**src/rtl/rotdc_pkg.sv**
```systemverilog
package rotdc_pkg;

    // Which latched coarse sample supplies the timestamp MSBs.
    typedef enum logic {
        CRS_LATE  = 1'b0,
        CRS_EARLY = 1'b1
    } crs_pick_e;

    // Two-out-of-three vote used by the tap bubble filter.
    function automatic logic maj3(input logic a, input logic b, input logic c);
        return (a & b) | (a & c) | (b & c);
    endfunction

    // True when a tap vector is a clean pattern of the inverting ring.
    function automatic logic ring_clean(input logic [63:0] v, input int unsigned n);
        logic [63:0] f;
        logic [63:0] m;
        m = (n >= 64) ? '1 : ((64'd1 << n) - 64'd1);
        f = (v ^ {64{v[n-1]}}) & m;
        return ((f & (f + 64'd1)) & m) == 64'd0;
    endfunction

endpackage

```
**src/rtl/rotdc_fine_dec.sv**
```systemverilog
module rotdc_fine_dec
    import rotdc_pkg::*;
#(
    parameter int N_TAPS = 16,
    localparam int FINE_W = $clog2(2 * N_TAPS)
) (
    input  logic [N_TAPS-1:0] taps_i,
    output logic [N_TAPS-1:0] clean_o,
    output logic [FINE_W-1:0] fine_o
);

    localparam int POS_W = FINE_W - 1;

    // Ring-extended vector: inverted wrap neighbours on both ends.
    logic [N_TAPS+1:0] ext;
    assign ext = {~taps_i[0], taps_i, ~taps_i[N_TAPS-1]};

    for (genvar i = 0; i < N_TAPS; i++) begin : g_vote
        assign clean_o[i] = maj3(ext[i], ext[i+1], ext[i+2]);
    end

    // Fold the second half-period onto the first, then find the first zero.
    logic [N_TAPS-1:0] folded;
    logic [POS_W-1:0]  pos;
    logic              found;

    always_comb begin
        folded = clean_o ^ {N_TAPS{clean_o[N_TAPS-1]}};
        pos    = '0;
        found  = 1'b0;
        for (int i = 0; i < N_TAPS; i++) begin
            if (!found && !folded[i]) begin
                pos   = POS_W'(i);
                found = 1'b1;
            end
        end
    end

    assign fine_o = {clean_o[N_TAPS-1], pos};

endmodule

```
**src/rtl/rotdc_coarse_sel.sv**
```systemverilog
module rotdc_coarse_sel
    import rotdc_pkg::*;
#(
    parameter int COARSE_W = 12
) (
    input  logic [COARSE_W-1:0] early_gray_i,
    input  logic [COARSE_W-1:0] late_gray_i,
    input  crs_pick_e           pick_i,
    output logic [COARSE_W-1:0] bin_o
);

    logic [COARSE_W-1:0] gsel;
    assign gsel = (pick_i == CRS_EARLY) ? early_gray_i : late_gray_i;

    // Binary bit i is the XOR of all Gray bits at or above i.
    for (genvar i = 0; i < COARSE_W; i++) begin : g_g2b
        assign bin_o[i] = ^gsel[COARSE_W-1:i];
    end

endmodule

```
**src/rtl/rotdc_channel.sv**
```systemverilog
module rotdc_channel
    import rotdc_pkg::*;
#(
    parameter int N_TAPS   = 16,
    parameter int COARSE_W = 12,
    localparam int FINE_W  = $clog2(2 * N_TAPS),
    localparam int TS_W    = COARSE_W + FINE_W
) (
    input  logic                clk,
    input  logic                rst,
    input  logic                hit_i,
    input  logic                rd_i,
    input  logic [N_TAPS-1:0]   taps_i,
    input  logic [COARSE_W-1:0] crs_early_i,
    input  logic [COARSE_W-1:0] crs_late_i,
    output logic [TS_W-1:0]     ts_o,
    output logic                valid_o,
    output logic                pend_o,
    output logic                ovf_o
);

    logic [2:0]          sync_q;
    logic                rise;
    logic [N_TAPS-1:0]   clean;
    logic [FINE_W-1:0]   fine;
    logic [COARSE_W-1:0] coarse_bin;
    crs_pick_e           pick;

    logic [TS_W-1:0] ts_q;
    logic            valid_q;
    logic            pend_q;
    logic            ovf_q;

    // Two-stage synchroniser plus one stage for edge detection.
    always_ff @(posedge clk) begin
        if (rst) sync_q <= '0;
        else     sync_q <= {sync_q[1:0], hit_i};
    end
    assign rise = sync_q[1] & ~sync_q[2];

    rotdc_fine_dec #(.N_TAPS(N_TAPS)) u_fine (
        .taps_i  (taps_i),
        .clean_o (clean),
        .fine_o  (fine)
    );

    assign pick = crs_pick_e'(fine[FINE_W-1]);

    rotdc_coarse_sel #(.COARSE_W(COARSE_W)) u_crs (
        .early_gray_i (crs_early_i),
        .late_gray_i  (crs_late_i),
        .pick_i       (pick),
        .bin_o        (coarse_bin)
    );

    always_ff @(posedge clk) begin
        if (rst) begin
            ts_q    <= '0;
            valid_q <= 1'b0;
            pend_q  <= 1'b0;
            ovf_q   <= 1'b0;
        end else begin
            valid_q <= rise;
            if (rise) begin
                ts_q   <= {coarse_bin, fine};
                pend_q <= 1'b1;
                if (pend_q && !rd_i) ovf_q <= 1'b1;
            end else if (rd_i) begin
                pend_q <= 1'b0;
            end
        end
    end

    assign ts_o    = ts_q;
    assign valid_o = valid_q;
    assign pend_o  = pend_q;
    assign ovf_o   = ovf_q;

    assert_valid_after_sync_R5: assert property (@(posedge clk) disable iff (rst)
        $rose(sync_q[1]) |=> valid_q);
    assert_valid_single_R5: assert property (@(posedge clk) disable iff (rst)
        valid_q |=> !valid_q);
    assert_pend_with_valid_R6: assert property (@(posedge clk) disable iff (rst)
        valid_q |-> pend_q);
    assert_ovf_sticky_R7: assert property (@(posedge clk) disable iff (rst)
        ovf_q |=> ovf_q);
    assert_clean_passthru_R2: assert property (@(posedge clk) disable iff (rst)
        ring_clean(64'(taps_i), N_TAPS) |-> (clean == taps_i));

endmodule

```
**src/rtl/ro_tdc_stamp.sv**
```systemverilog
module ro_tdc_stamp
    import rotdc_pkg::*;
#(
    parameter int N_TAPS   = 16,
    parameter int COARSE_W = 12,
    localparam int N_CH    = 2,
    localparam int FINE_W  = $clog2(2 * N_TAPS),
    localparam int TS_W    = COARSE_W + FINE_W
) (
    input  logic                       clk,
    input  logic                       rst,
    input  logic [N_CH-1:0]            hit_i,
    input  logic [N_CH-1:0]            rd_i,
    input  logic [N_CH*N_TAPS-1:0]     taps_i,
    input  logic [N_CH*COARSE_W-1:0]   crs_early_i,
    input  logic [N_CH*COARSE_W-1:0]   crs_late_i,
    output logic [N_CH*TS_W-1:0]       ts_o,
    output logic [N_CH-1:0]            valid_o,
    output logic [N_CH-1:0]            pend_o,
    output logic [N_CH-1:0]            ovf_o,
    output logic signed [TS_W:0]       diff_o,
    output logic                       diff_valid_o
);

    for (genvar c = 0; c < N_CH; c++) begin : g_ch
        rotdc_channel #(.N_TAPS(N_TAPS), .COARSE_W(COARSE_W)) u_ch (
            .clk         (clk),
            .rst         (rst),
            .hit_i       (hit_i[c]),
            .rd_i        (rd_i[c]),
            .taps_i      (taps_i[c*N_TAPS +: N_TAPS]),
            .crs_early_i (crs_early_i[c*COARSE_W +: COARSE_W]),
            .crs_late_i  (crs_late_i[c*COARSE_W +: COARSE_W]),
            .ts_o        (ts_o[c*TS_W +: TS_W]),
            .valid_o     (valid_o[c]),
            .pend_o      (pend_o[c]),
            .ovf_o       (ovf_o[c])
        );
    end

    logic signed [TS_W:0] diff_q;
    logic                 diff_valid_q;

    always_ff @(posedge clk) begin
        if (rst) begin
            diff_q       <= '0;
            diff_valid_q <= 1'b0;
        end else begin
            diff_valid_q <= &pend_o;
            diff_q       <= $signed({1'b0, ts_o[TS_W +: TS_W]}) - $signed({1'b0, ts_o[0 +: TS_W]});
        end
    end

    assign diff_o       = diff_q;
    assign diff_valid_o = diff_valid_q;

    assert_diff_drop_R8: assert property (@(posedge clk) disable iff (rst)
        !(&pend_o) |=> !diff_valid_o);

endmodule

```
**config.mk**
```make
export PLATFORM = sky130hd
export DESIGN_NAME = ro_tdc_stamp
export DESIGN_NICKNAME = d
export VERILOG_FILES = /design/src/rtl/rotdc_pkg.sv /design/src/rtl/rotdc_fine_dec.sv /design/src/rtl/rotdc_coarse_sel.sv /design/src/rtl/rotdc_channel.sv /design/src/rtl/ro_tdc_stamp.sv
export SDC_FILE = /design/constraint.sdc
export NUM_CORES = 1
export LEC_CHECK = 0
export ABC_AREA = 1
export BUFFER_PORTS_ARGS = -buffer_cell sky130_fd_sc_hd__buf_2
export CAP_MARGIN = 20
export CORE_ASPECT_RATIO = 2
export CORE_MARGIN = 5
export CORE_UTILIZATION = 56
export CTS_BUF_LIST = sky130_fd_sc_hd__clkbuf_16
export CTS_CLUSTER_SIZE = 8
export DETAILED_ROUTE_END_ITERATION = 6
export PLACE_DENSITY = 0.9
export REMOVE_ABC_BUFFERS = 1
export SLEW_MARGIN = 20
export SYNTH_ARGS = -nofsm -noshare
export SYNTH_HDL_FRONTEND = slang
export SYNTH_HIERARCHICAL = 1
export SYNTH_SLANG_ARGS = --single-unit
```
**constraint.sdc**
```tcl
create_clock -name clk -period 4.3 [get_ports clk]
set_input_delay 1.075 -clock clk [delete_from_list [all_inputs] [get_ports clk]]
set_output_delay 1.075 -clock clk [all_outputs]
set_load 0.005 [all_outputs]
```
* Word level (Yosys, flattened, before mapping)
Cells that the tools add are included.
** Storage, ports and cells
- Word-level logic and storage cells :: 338
- Register bits after elaboration :: 65
- Output and inout port bits :: 59
- Input bits :: 86
** Cells by class
- Multiplexer cells :: 66
- Add/sub/neg operators :: 1
- Reduce and logical (&&, ||, !) cells :: 119
- Bitwise logic cells :: 140
** Operators by type and width (count)
- two-way mux 4 bit :: 26
- AND 1 bit :: 68
- bitwise OR 1 bit :: 64
- zero test 1 bit :: 60
- two-way mux 1 bit :: 36
- logical AND 1 bit :: 32
- XOR 16 bit :: 2
- two-way mux 12 bit :: 2
- XOR reduction 12 bit :: 2
- XOR reduction 11 bit :: 2
- XOR reduction 10 bit :: 2
- XOR reduction 9 bit :: 2
- subtractor 17 x 17 -> 18 bit :: 1
- XOR reduction 8 bit :: 2
- XOR reduction 7 bit :: 2
- XOR reduction 6 bit :: 2
- XOR reduction 5 bit :: 2
- XOR reduction 4 bit :: 2
- inverter 1 bit :: 6
- AND reduction 2 bit :: 3
- XOR reduction 3 bit :: 2
- two-way mux 2 bit :: 2
- nonzero test 2 bit :: 2
- XOR reduction 2 bit :: 2

* Logic depth before layout (Yosys ltp)
Gate-level depths: netlist (run 1).
- Depth after elaboration :: 50
- Depth in mapped cells :: 22
- Depth with buffers taken out :: 18

* Cells and area by module
The synthesis (run 1) kept the hierarchy.
** Modules (own cells, without submodules)
- rotdc_coarse_sel :: sequential area each 0.0 um^2, instances 2, area each 1056.0 um^2, cells each 228
- rotdc_channel :: sequential area each 460.4 um^2, instances 2, area each 953.4 um^2, cells each 132
- ro_tdc_stamp :: sequential area each 380.4 um^2, instances 1, area each 1614.0 um^2, cells each 267
- rotdc_fine_dec :: sequential area each 0.0 um^2, instances 2, area each 744.5 um^2, cells each 136

* Least setup slack after synthesis (run 1)
Ideal clock, no wire load.
- Path type :: input-to-reg
- From :: input port taps_i[16]
- To :: register g_ch[1].u_ch.ts_q[7]
- Setup time :: 0.113 ns
- Data arrival time :: 2.654 ns
- Stages on the path :: 22
- Setup slack :: 1.534 ns
- Data required time :: 4.187 ns
- Buffers on the path :: 4
- Cell sequence :: inv_2 nand2_2 nand3_4 buf_6 buf_4 buf_6 inv_6 buf_12 nand2_1 nand2_2 nand2_1 nand2_1 nand2_1 nand2_2 nand2_2 nand2_1 nand2_1 nand2_1 inv_1 nand3_1 nand2_1 nor2_1
** On the way
- Longest elaborated chain between the ends :: 6
- Elaborated cells on any way between the ends :: 7
- Those cells by class :: 1 x mux; 5 x bitwise; 1 x reduce/logical
** RTL lines
- start, declared :: RTL line ro_tdc_stamp.sv:14 : input logic [N_CH*N_TAPS-1:0] taps_i,
- inverter 1 bit (*) :: RTL line rotdc_fine_dec.sv:16 : assign ext = {~taps_i[0], taps_i, ~taps_i[N_TAPS-1]};
- AND 1 bit :: RTL line rotdc_pkg.sv:11 : return (a & b) | (a & c) | (b & c);
- bitwise OR 1 bit :: RTL line rotdc_pkg.sv:11
- bitwise OR 1 bit (*) :: RTL line rotdc_pkg.sv:11
- named net g_ch[1].u_ch.clean[15] :: RTL line rotdc_channel.sv:24 : logic [N_TAPS-1:0] clean;
- two-way mux 12 bit (*) :: RTL line rotdc_coarse_sel.sv:13 : assign gsel = (pick_i == CRS_EARLY) ? early_gray_i : late_gray_i;
- XOR reduction 10 bit (*) :: RTL line rotdc_coarse_sel.sv:17 : assign bin_o[i] = ^gsel[COARSE_W-1:i];
- named net g_ch[1].u_ch.coarse_bin[2] :: RTL line rotdc_channel.sv:26 : logic [COARSE_W-1:0] coarse_bin;
- end signal, assigned :: RTL line rotdc_channel.sv:65 : ts_q <= {coarse_bin, fine};
- end, declared :: RTL line rotdc_channel.sv:29 : logic [TS_W-1:0] ts_q;
Mark *: on every way through the listed nets, which the timed path passes. The rest lies on a longest branch.
A chain may end at the register's enable or synchronous reset.

* Worst setup path in the final report (run 1)
- From :: input port taps_i[15]
- To :: register g_ch[0].u_ch.ts_q[0]
** On the way
- Longest elaborated chain between the ends :: 49
- Elaborated cells on any way between the ends :: 87
- Those cells by class :: 30 x mux; 13 x bitwise; 44 x reduce/logical
** RTL lines
- AND 1 bit :: RTL line rotdc_pkg.sv:11
- bitwise OR 1 bit :: RTL line rotdc_pkg.sv:11
- bitwise OR 1 bit (*) :: RTL line rotdc_pkg.sv:11
- named net g_ch[0].u_ch.clean[15] :: RTL line rotdc_channel.sv:24
- XOR 16 bit (*) :: RTL line rotdc_fine_dec.sv:28 : folded = clean_o ^ {N_TAPS{clean_o[N_TAPS-1]}};
- zero test 1 bit :: RTL line rotdc_fine_dec.sv:32 : if (!found && !folded[i]) begin
- logical AND 1 bit :: RTL line rotdc_fine_dec.sv:32
- two-way mux 1 bit :: RTL line rotdc_fine_dec.sv:32
- [35 not listed]
- two-way mux 1 bit :: RTL line rotdc_fine_dec.sv:32
- zero test 1 bit :: RTL line rotdc_fine_dec.sv:32
- logical AND 1 bit :: RTL line rotdc_fine_dec.sv:32
- two-way mux 1 bit :: RTL line rotdc_fine_dec.sv:32
- zero test 1 bit :: RTL line rotdc_fine_dec.sv:32
- logical AND 1 bit :: RTL line rotdc_fine_dec.sv:32
- two-way mux 4 bit (*) :: RTL line rotdc_fine_dec.sv:32
- named net g_ch[0].u_ch.fine[0] :: RTL line rotdc_channel.sv:25 : logic [FINE_W-1:0] fine;
- end signal, assigned :: RTL line rotdc_channel.sv:65
- end, declared :: RTL line rotdc_channel.sv:29
Marked as above.

==> impl_results.rst, run 1 <==
.. list-table::
   :header-rows: 1

   * - Metric
     - Value
   * - Outcome
     - completed
   * - VDD IR max
     - approximately 0.30 mV
   * - Vias in the first global route
     - 7,064
   * - Chip height
     - roughly 170 µm
   * - Antenna-violating nets left
     - 0
   * - Worst reg2reg startpoint
     - g_ch[1].u_ch/ts_o[0]
   * - Hold_sp
     - g_ch[0].u_ch/sync_q[0]
   * - CP endpoint kind
     - register
   * - P_int
     - approximately 1.5 mW
   * - Number of pins with negative max-slew slack in the final report
     - 0
   * - Filler cell count in the final layout
     - approximately 1.2k
   * - Initial antenna violation count
     - 0
   * - Transition time of the tightest slew-check pin
     - approximately 770 ps
   * - Kind of start point of the critical path
     - primary input
   * - Net switching power
     - between 0.9 and 1 mW
   * - Count of hold-fix buffers inserted at cts
     - 0
   * - Ratio of cells with drive above 1 in the final layout
     - around 22%
   * - Time the final worst path needs with I/O delays and setup
     - between 3000 and 4000 ps
   * - Sink Count
     - 65
   * - Pin count of the biggest net entering global routing
     - between 40 and 50
   * - Clock-pin slew reported for the worst setup and hold paths after clock tree synthesis
     - 60 ps
   * - Number of cell instances on the worst register-to-register path
     - 12
   * - Routed WL per cell
     - between 10 and 15 µm
   * - TritonCTS clock tree
     - yes
   * - Nets
     - approximately 1.5k
   * - Cell count after placement
     - roughly 1.5k
   * - Wire length of the first global-routing pass
     - 29,610 µm
   * - Number of buffer cells added on primary ports
     - ~140
   * - Sum of routed wire length over all layers
     - 17,650 µm
   * - Post CTS Setup Buffer Count
     - 0
   * - Reported leakage power
     - 4.680 nW
   * - Worst skew pair latency
     - approximately 340 ps
   * - Comb pwr share
     - a little over two fifths
   * - Count of mapped cells out of synthesis
     - roughly 1.2k
   * - Reg power frac
     - between 20% and 30%
   * - Power per Cell Area
     - 303.5 nW/µm²
   * - Total count of hold-check failures in the final report
     - 0
   * - Tcrit/Tclk final
     - a little under three quarters
   * - Leading cell types in the layout, fill and taps excluded
     - sky130_fd_sc_hd__nand2_1 (483), sky130_fd_sc_hd__inv_1 (188), sky130_fd_sc_hd__buf_2 (144)
   * - Arrival time of the worst setup path
     - between 3000 and 4000 ps
   * - Leading cell type in the layout, fill and taps excluded
     - sky130_fd_sc_hd__nand2_1
   * - Clock share of power
     - 29.2%
   * - Number of setup violations in the final report
     - 0
   * - Hold depth
     - 2
   * - Final cell count without fillers
     - 1,524
   * - Number of primary I/O pins
     - about 150
   * - Clock Tree Buf Depth
     - 2
   * - Path type of the worst min-delay path
     - reg2reg
   * - Core Region
     - approximately 12,000 µm²
   * - RSZ-0062 raised after global routing
     - no
   * - Required time of the critical path
     - about 4600 ps
   * - Length of the first detailed-routing pass in iterations
     - 5
   * - CTS H-tree lvls
     - 3
   * - Routability Congestion
     - roughly 0.92
   * - Die ar.
     - around 15,000 µm²
   * - Summed instance area of the synthesized netlist
     - ~7100 µm²
   * - Crit-path max FO
     - 40
   * - Number of diodes added for antenna fixing
     - 0
   * - Via density per instance
     - 4.895
   * - Peak Freq
     - 326.9 MHz
   * - Drc violations
     - 0
   * - Effective utilization at floorplan
     - between 50% and 60%
   * - Worst Skew
     - between 7 and 8 ps
   * - Post-layout power
     - roughly 2.4 mW
   * - Mapped Avg Cell Area
     - roughly 5.7 µm²
   * - Post-DP HPWL
     - about 15,000 µm
   * - Root buffer cell
     - sky130_fd_sc_hd__clkbuf_16
   * - Global Route Usage Sum
     - 24.22%
   * - Area Growth Syn to Fin
     - 12.89%
   * - Post-cts gate resize count
     - 0
   * - Accumulated negative setup slack
     - 0 ps
   * - R2R setup slack
     - 2420 ps
   * - Capture point of the worst reg-to-reg path
     - diff_o[10]
   * - Congestion Overflow GR
     - 0
   * - Endpoint, Worst Hold
     - g_ch[0].u_ch/sync_q[1]
   * - Die width
     - a little under 90 µm
   * - Count of maximum capacitance violations
     - 0
   * - Switching fraction of total power
     - just under 40%
   * - Routed vias
     - between 7k and 8k
   * - Number of buffers inserted during clock tree synthesis
     - 9
   * - Site Rows
     - slightly below 60
   * - Headroom to the max-slew limit
     - around half
   * - Drt first-iter violations
     - 356
   * - Yosys warnings
     - 6
   * - Start-to-end type of the worst setup path
     - in2reg
-- critical path: stages --
cell and delay, ps:
sky130_fd_sc_hd__buf_2 140, sky130_fd_sc_hd__nand2_2 110, sky130_fd_sc_hd__nand3_4 450, sky130_fd_sc_hd__xnor2_1 590
sky130_fd_sc_hd__nand4_4 160, sky130_fd_sc_hd__nor2_4 170, sky130_fd_sc_hd__nand4_4 110, sky130_fd_sc_hd__nor2_4 120
sky130_fd_sc_hd__nand3_1 70, sky130_fd_sc_hd__nand3_1 70, sky130_fd_sc_hd__inv_1 40, sky130_fd_sc_hd__nand3_1 50
sky130_fd_sc_hd__nand2_1 60, sky130_fd_sc_hd__nor2_1 90
-- flip-flops by register name, summed over array words and instances (netlist names) --
register,cells
g_ch.u_ch/ts_o,34
diff_o,18
g_ch.u_ch/pend_o,2
g_ch.u_ch/ovf_o,2
g_ch.u_ch/sync_q,6
diff_valid_o,1
g_ch.u_ch/valid_o,2
-- stage by stage --
| stage | hold slack [ps] | util (%) | area (µm²) | setup slack, ps |
|---|---|---|---|---|
| 2_1_floorplan | 388.3 | - | 6768 | 1350 |
| 3_3_place_gp | 389.2 | 61.50 | 7676 | 1026 |
| 3_5_place_dp | 394.4 | 61.50 | 7676 | 896.7 |
| 4_1_cts | 401.5 | 63.80 | 7964 | 1241 |
| 5_1_grt | 413.2 | 63.80 | 7964 | 894.4 |
| 6_report | 399.5 | 63.80 | 7964 | 1241 |
-- layer usage --
metal	global-route usage, %	up-vias	part of all wire, %
met5	0	-	0
met4	13.67	0	5.5
met3	3.897	64	5.6
met2	45.65	209	53
met1	23.59	3191	36
li1	-	3996	-
-- worst max path at each step --
stage	startpoint	endpoint	slack [ps]	depth (start not counted)
2_1_floorplan	taps_i[14]	g_ch[0].u_ch/ts_o[0]	1350	13
3_3_place_gp	taps_i[30]	g_ch[1].u_ch/ts_o[0]	1030	14
3_5_place_dp	taps_i[30]	g_ch[1].u_ch/ts_o[0]	900	14
4_1_cts	taps_i[30]	g_ch[1].u_ch/ts_o[0]	1240	14
5_1_grt	taps_i[16]	g_ch[1].u_ch/ts_o[0]	890	15
6_report	taps_i[15]	g_ch[0].u_ch/ts_o[0]	1240	14
-- final cells by class --
| class | instances | area [µm²] | area share, % |
|---|---|---|---|
| inverters | 202 | 778.2 | 9.772 |
| well taps | 150 | 187.7 | 2.357 |
| clock buffers | 9 | 225.2 | 2.828 |
| flip-flops and latches | 65 | 1301 | 16.34 |
| multi-input cells | 947 | 4688 | 58.87 |
| clock inverters | 7 | 62.56 | 0.7855 |
| repair buffers | 144 | 720.7 | 9.049 |
-- power groups by stage --
| stage | clock (mW) | sequential, mW | combinational (mW) |
|---|---|---|---|
| finish | 0.706 | 0.687 | 1.02 |
| global route | 0.747 | 0.693 | 1.17 |
| CTS | 0.715 | 0.688 | 1.02 |
| detailed placement | 0 | 0.700 | 1.02 |
| global placement | 0 | 0.699 | 0.992 |
| floorplan | 0 | 0.700 | 0.757 |
Power figures use the tool's default switching activity.
==> inputs of run 2 (changes only) <==
==> constraint.sdc (replaced) <==
create_clock -name clk -period 3.09 [get_ports clk]
set_input_delay 0.7725 -clock clk [delete_from_list [all_inputs] [get_ports clk]]
set_output_delay 0.7725 -clock clk [all_outputs]
set_load 0.005 [all_outputs]
==> impl_results.rst, run 2 (same netlist as run 1, synthesis figures left out) <==
.. list-table::
   :header-rows: 1

   * - Metric
     - Value
   * - Die ar.
     - 15,080 µm² (unchanged)
   * - Drt first-iter violations
     - 274 (-23%)
   * - Pin count of the biggest net entering global routing
     - 25 (-39%)
   * - Crit-path max FO
     - 19 (-53%)
   * - Clock-pin slew reported for the worst setup and hold paths after clock tree synthesis
     - 60 ps (about the same)
   * - Congestion Overflow GR
     - 0 (unchanged)
   * - Reported leakage power
     - 4.686 nW (+0.14%)
   * - Accumulated negative setup slack
     - 0 ps (unchanged)
   * - CP endpoint kind
     - register
   * - Sink Count
     - 65 (unchanged)
   * - Worst hold margin
     - 403.3 ps (+3.846 ps)
   * - Number of diodes added for antenna fixing
     - 0 (unchanged)
   * - Transition time of the tightest slew-check pin
     - 660.0 ps (-105.4 ps)
   * - Switching fraction of total power
     - 40.55% (+1.3 points)
   * - Die width
     - 89.36 µm (unchanged)
   * - Routed WL per cell
     - 11.74 µm (+1.4%)
   * - Core Region
     - 12,480 µm² (unchanged)
   * - Global Route Usage Sum
     - 24.31% (+0.097 points)
   * - Net switching power
     - 1.349 mW (+42%)
   * - Post-DP HPWL
     - 15,320 µm (+2.2%)
   * - Number of buffers inserted during clock tree synthesis
     - 9 (unchanged)
   * - Antenna-violating nets left
     - 0 (unchanged)
   * - Path type of the worst min-delay path
     - reg2reg
   * - Clock share of power
     - 27.8% (-1.4 points)
   * - Sum of routed wire segments on met1
     - 6207 µm (-1.8%)
   * - TritonCTS clock tree
     - yes
   * - Total count of hold-check failures in the final report
     - 0 (unchanged)
   * - Number of flip-flops under the largest register name
     - 34 (unchanged)
   * - Wire length of the first global-routing pass
     - 29,770 µm (+0.56%)
   * - Start-to-end type of the worst setup path
     - in2reg
   * - Final core utilization
     - 64.01% (+0.21 points)
   * - Tcrit/Tclk final
     - 81.07%
   * - Peak Freq
     - approximately 400 MHz
   * - Initial antenna violation count
     - 0 (unchanged)
   * - Ratio of cells with drive above 1 in the final layout
     - 22.75% (+0.26 points)
   * - Leading cell types in the layout, fill and taps excluded
     - sky130_fd_sc_hd__nand2_1 (483), sky130_fd_sc_hd__inv_1 (188), sky130_fd_sc_hd__buf_2 (144)
   * - Reg power frac
     - 28.7% (+0.3 points)
   * - Nets
     - 1,475 (+0.14%)
   * - Vias in the first global route
     - 7,033 (-0.44%)
   * - Post CTS Setup Buffer Count
     - 0 (unchanged)
   * - Count of maximum capacitance violations
     - 0 (unchanged)
   * - Comb pwr share
     - 43.5% (+1.1 points)
   * - Routability Congestion
     - 0.9361 (+2.1%)
   * - Worst Skew
     - 6.935 ps (-0.5986 ps)
   * - Number of primary I/O pins
     - 145 (unchanged)
   * - Power per Cell Area
     - 416.3 nW/µm² (+37%)
   * - Arrival time of the worst setup path
     - 2780 ps (-560 ps)
   * - Number of pins with negative max-slew slack in the final report
     - 0 (unchanged)
   * - Via density per instance
     - 4.954 (+1.2%)
   * - RSZ-0062 raised after global routing
     - no
   * - Number of buffer cells added on primary ports
     - 144 (unchanged)
   * - Drc violations
     - 0 (unchanged)
   * - Routed vias
     - 7,560 (+1.3%)
   * - Count of hold-fix buffers inserted at cts
     - 0 (unchanged)
   * - Required time of the critical path
     - 3370 ps (-1210 ps)
   * - VDD IR max
     - 0.4982 mV (+66%)
   * - Kind of start point of the critical path
     - primary input
   * - Post-cts gate resize count
     - 0 (unchanged)
   * - Number of setup violations in the final report
     - 0 (unchanged)
   * - Routed length on met3
     - 1019 µm (+2.8%)
   * - Multi-input logic area
     - 4688 µm² (unchanged)
   * - Footprint of the flip-flops and latches
     - 1301 µm² (unchanged)
   * - Outcome
     - completed
   * - Worst skew pair latency
     - 340 ps (about the same)
   * - Time the final worst path needs with I/O delays and setup
     - 2505 ps
   * - Leading cell type in the layout, fill and taps excluded
     - sky130_fd_sc_hd__nand2_1
   * - Amount of wire on met2 after detailed routing
     - 9763 µm (+4.3%)
   * - Clock Tree Buf Depth
     - 2 (unchanged)
   * - P_int
     - 1.978 mW (+35%)
   * - Sum of routed wire length over all layers
     - 17,920 µm (+1.5%)
   * - Filler cell count in the final layout
     - 1,250 (+2.0%)
   * - Length of the first detailed-routing pass in iterations
     - 6 (+1)
   * - Uppermost layer routed
     - met4
   * - CTS H-tree lvls
     - 3 (unchanged)
   * - Headroom to the max-slew limit
     - 55.94% (+7.0 points)
   * - Site Rows
     - 58 (unchanged)
   * - Root buffer cell
     - sky130_fd_sc_hd__clkbuf_16
   * - Area Growth Syn to Fin
     - 13.27%
   * - Effective utilization at floorplan
     - 56.52% (unchanged)
   * - Chip height
     - 168.7 µm (unchanged)
run 2: cell count changes in the layout (fill, tap and decap cells not counted), sizes merged:
| cell | before | now |
|---|---|---|
| buf | 144 | 146 |
| bufinv | 1 | 0 |
| clkinv | 4 | 3 |
| clkinvlp | 1 | 3 |
run 2: area by class of cell:
| cell class | instances | area share (%) |
|---|---|---|
| inverters | 202 | 9.740 |
| repair buffers | 146 | 9.521 |
| multi-input cells | 947 | 58.68 |
| flip-flops and latches | 65 | 16.29 |
| clock buffers | 9 | 2.819 |
| well taps | 150 | 2.349 |
| clock inverters | 7 | 0.6107 |
run 2: routing by layer:
layer	GRT usage, %	up-vias
met5	0	-
met4	12.64	0
met3	3.215	69
met2	47.06	224
met1	23.47	3274
li1	-	3993
run 2: per-stage QoR:
step           setup WS [ps]  instances  power [mW]  cell area [µm²]
2_1_floorplan          442.9       1214       2.028             6768
3_3_place_gp           330.0       1510       2.367             7716
3_5_place_dp           248.7       1510       2.407             7716
4_1_cts                590.1       1526       3.323             7990
5_1_grt                303.9       1526       3.575             7990
6_report               585.1       1526       3.326             7990
run 2: critical path, stage by stage:
cell and delay, ps:
sky130_fd_sc_hd__buf_2 140, sky130_fd_sc_hd__nand2_2 120, sky130_fd_sc_hd__nand3_4 290, sky130_fd_sc_hd__xnor2_1 480, sky130_fd_sc_hd__nand4_4 160, sky130_fd_sc_hd__nor2_4 170
sky130_fd_sc_hd__nand4_4 110, sky130_fd_sc_hd__nor2_4 130, sky130_fd_sc_hd__nand2_1 60, sky130_fd_sc_hd__nand3_1 60, sky130_fd_sc_hd__inv_1 50, sky130_fd_sc_hd__nand3_1 60
sky130_fd_sc_hd__nand2_1 70, sky130_fd_sc_hd__nor2_1 100
run 2: path summary, 6_finish.rpt:
kind | start | slack [ps] | cells past startpoint | end
max | taps_i[31] | 590 | 14 | g_ch[1].u_ch/ts_o[1]
min | g_ch[1].u_ch/sync_q[0] | 400 | 2 | g_ch[1].u_ch/sync_q[1]
max reg2reg | g_ch[1].u_ch/ts_o[0] | 1190 | 12 | diff_o[10]
min reg2reg | g_ch[1].u_ch/sync_q[0] | 400 | 2 | g_ch[1].u_ch/sync_q[1]
run 2: power by group through the flow:
stage / Combinational (mW) / Clock, mW / Sequential (mW)
floorplan: 1.05 / 0 / 0.975
global placement: 1.39 / 0 / 0.972
detailed placement: 1.43 / 0 / 0.974
CTS: 1.44 / 0.925 / 0.956
global route: 1.65 / 0.963 / 0.965
finish: 1.45 / 0.924 / 0.955
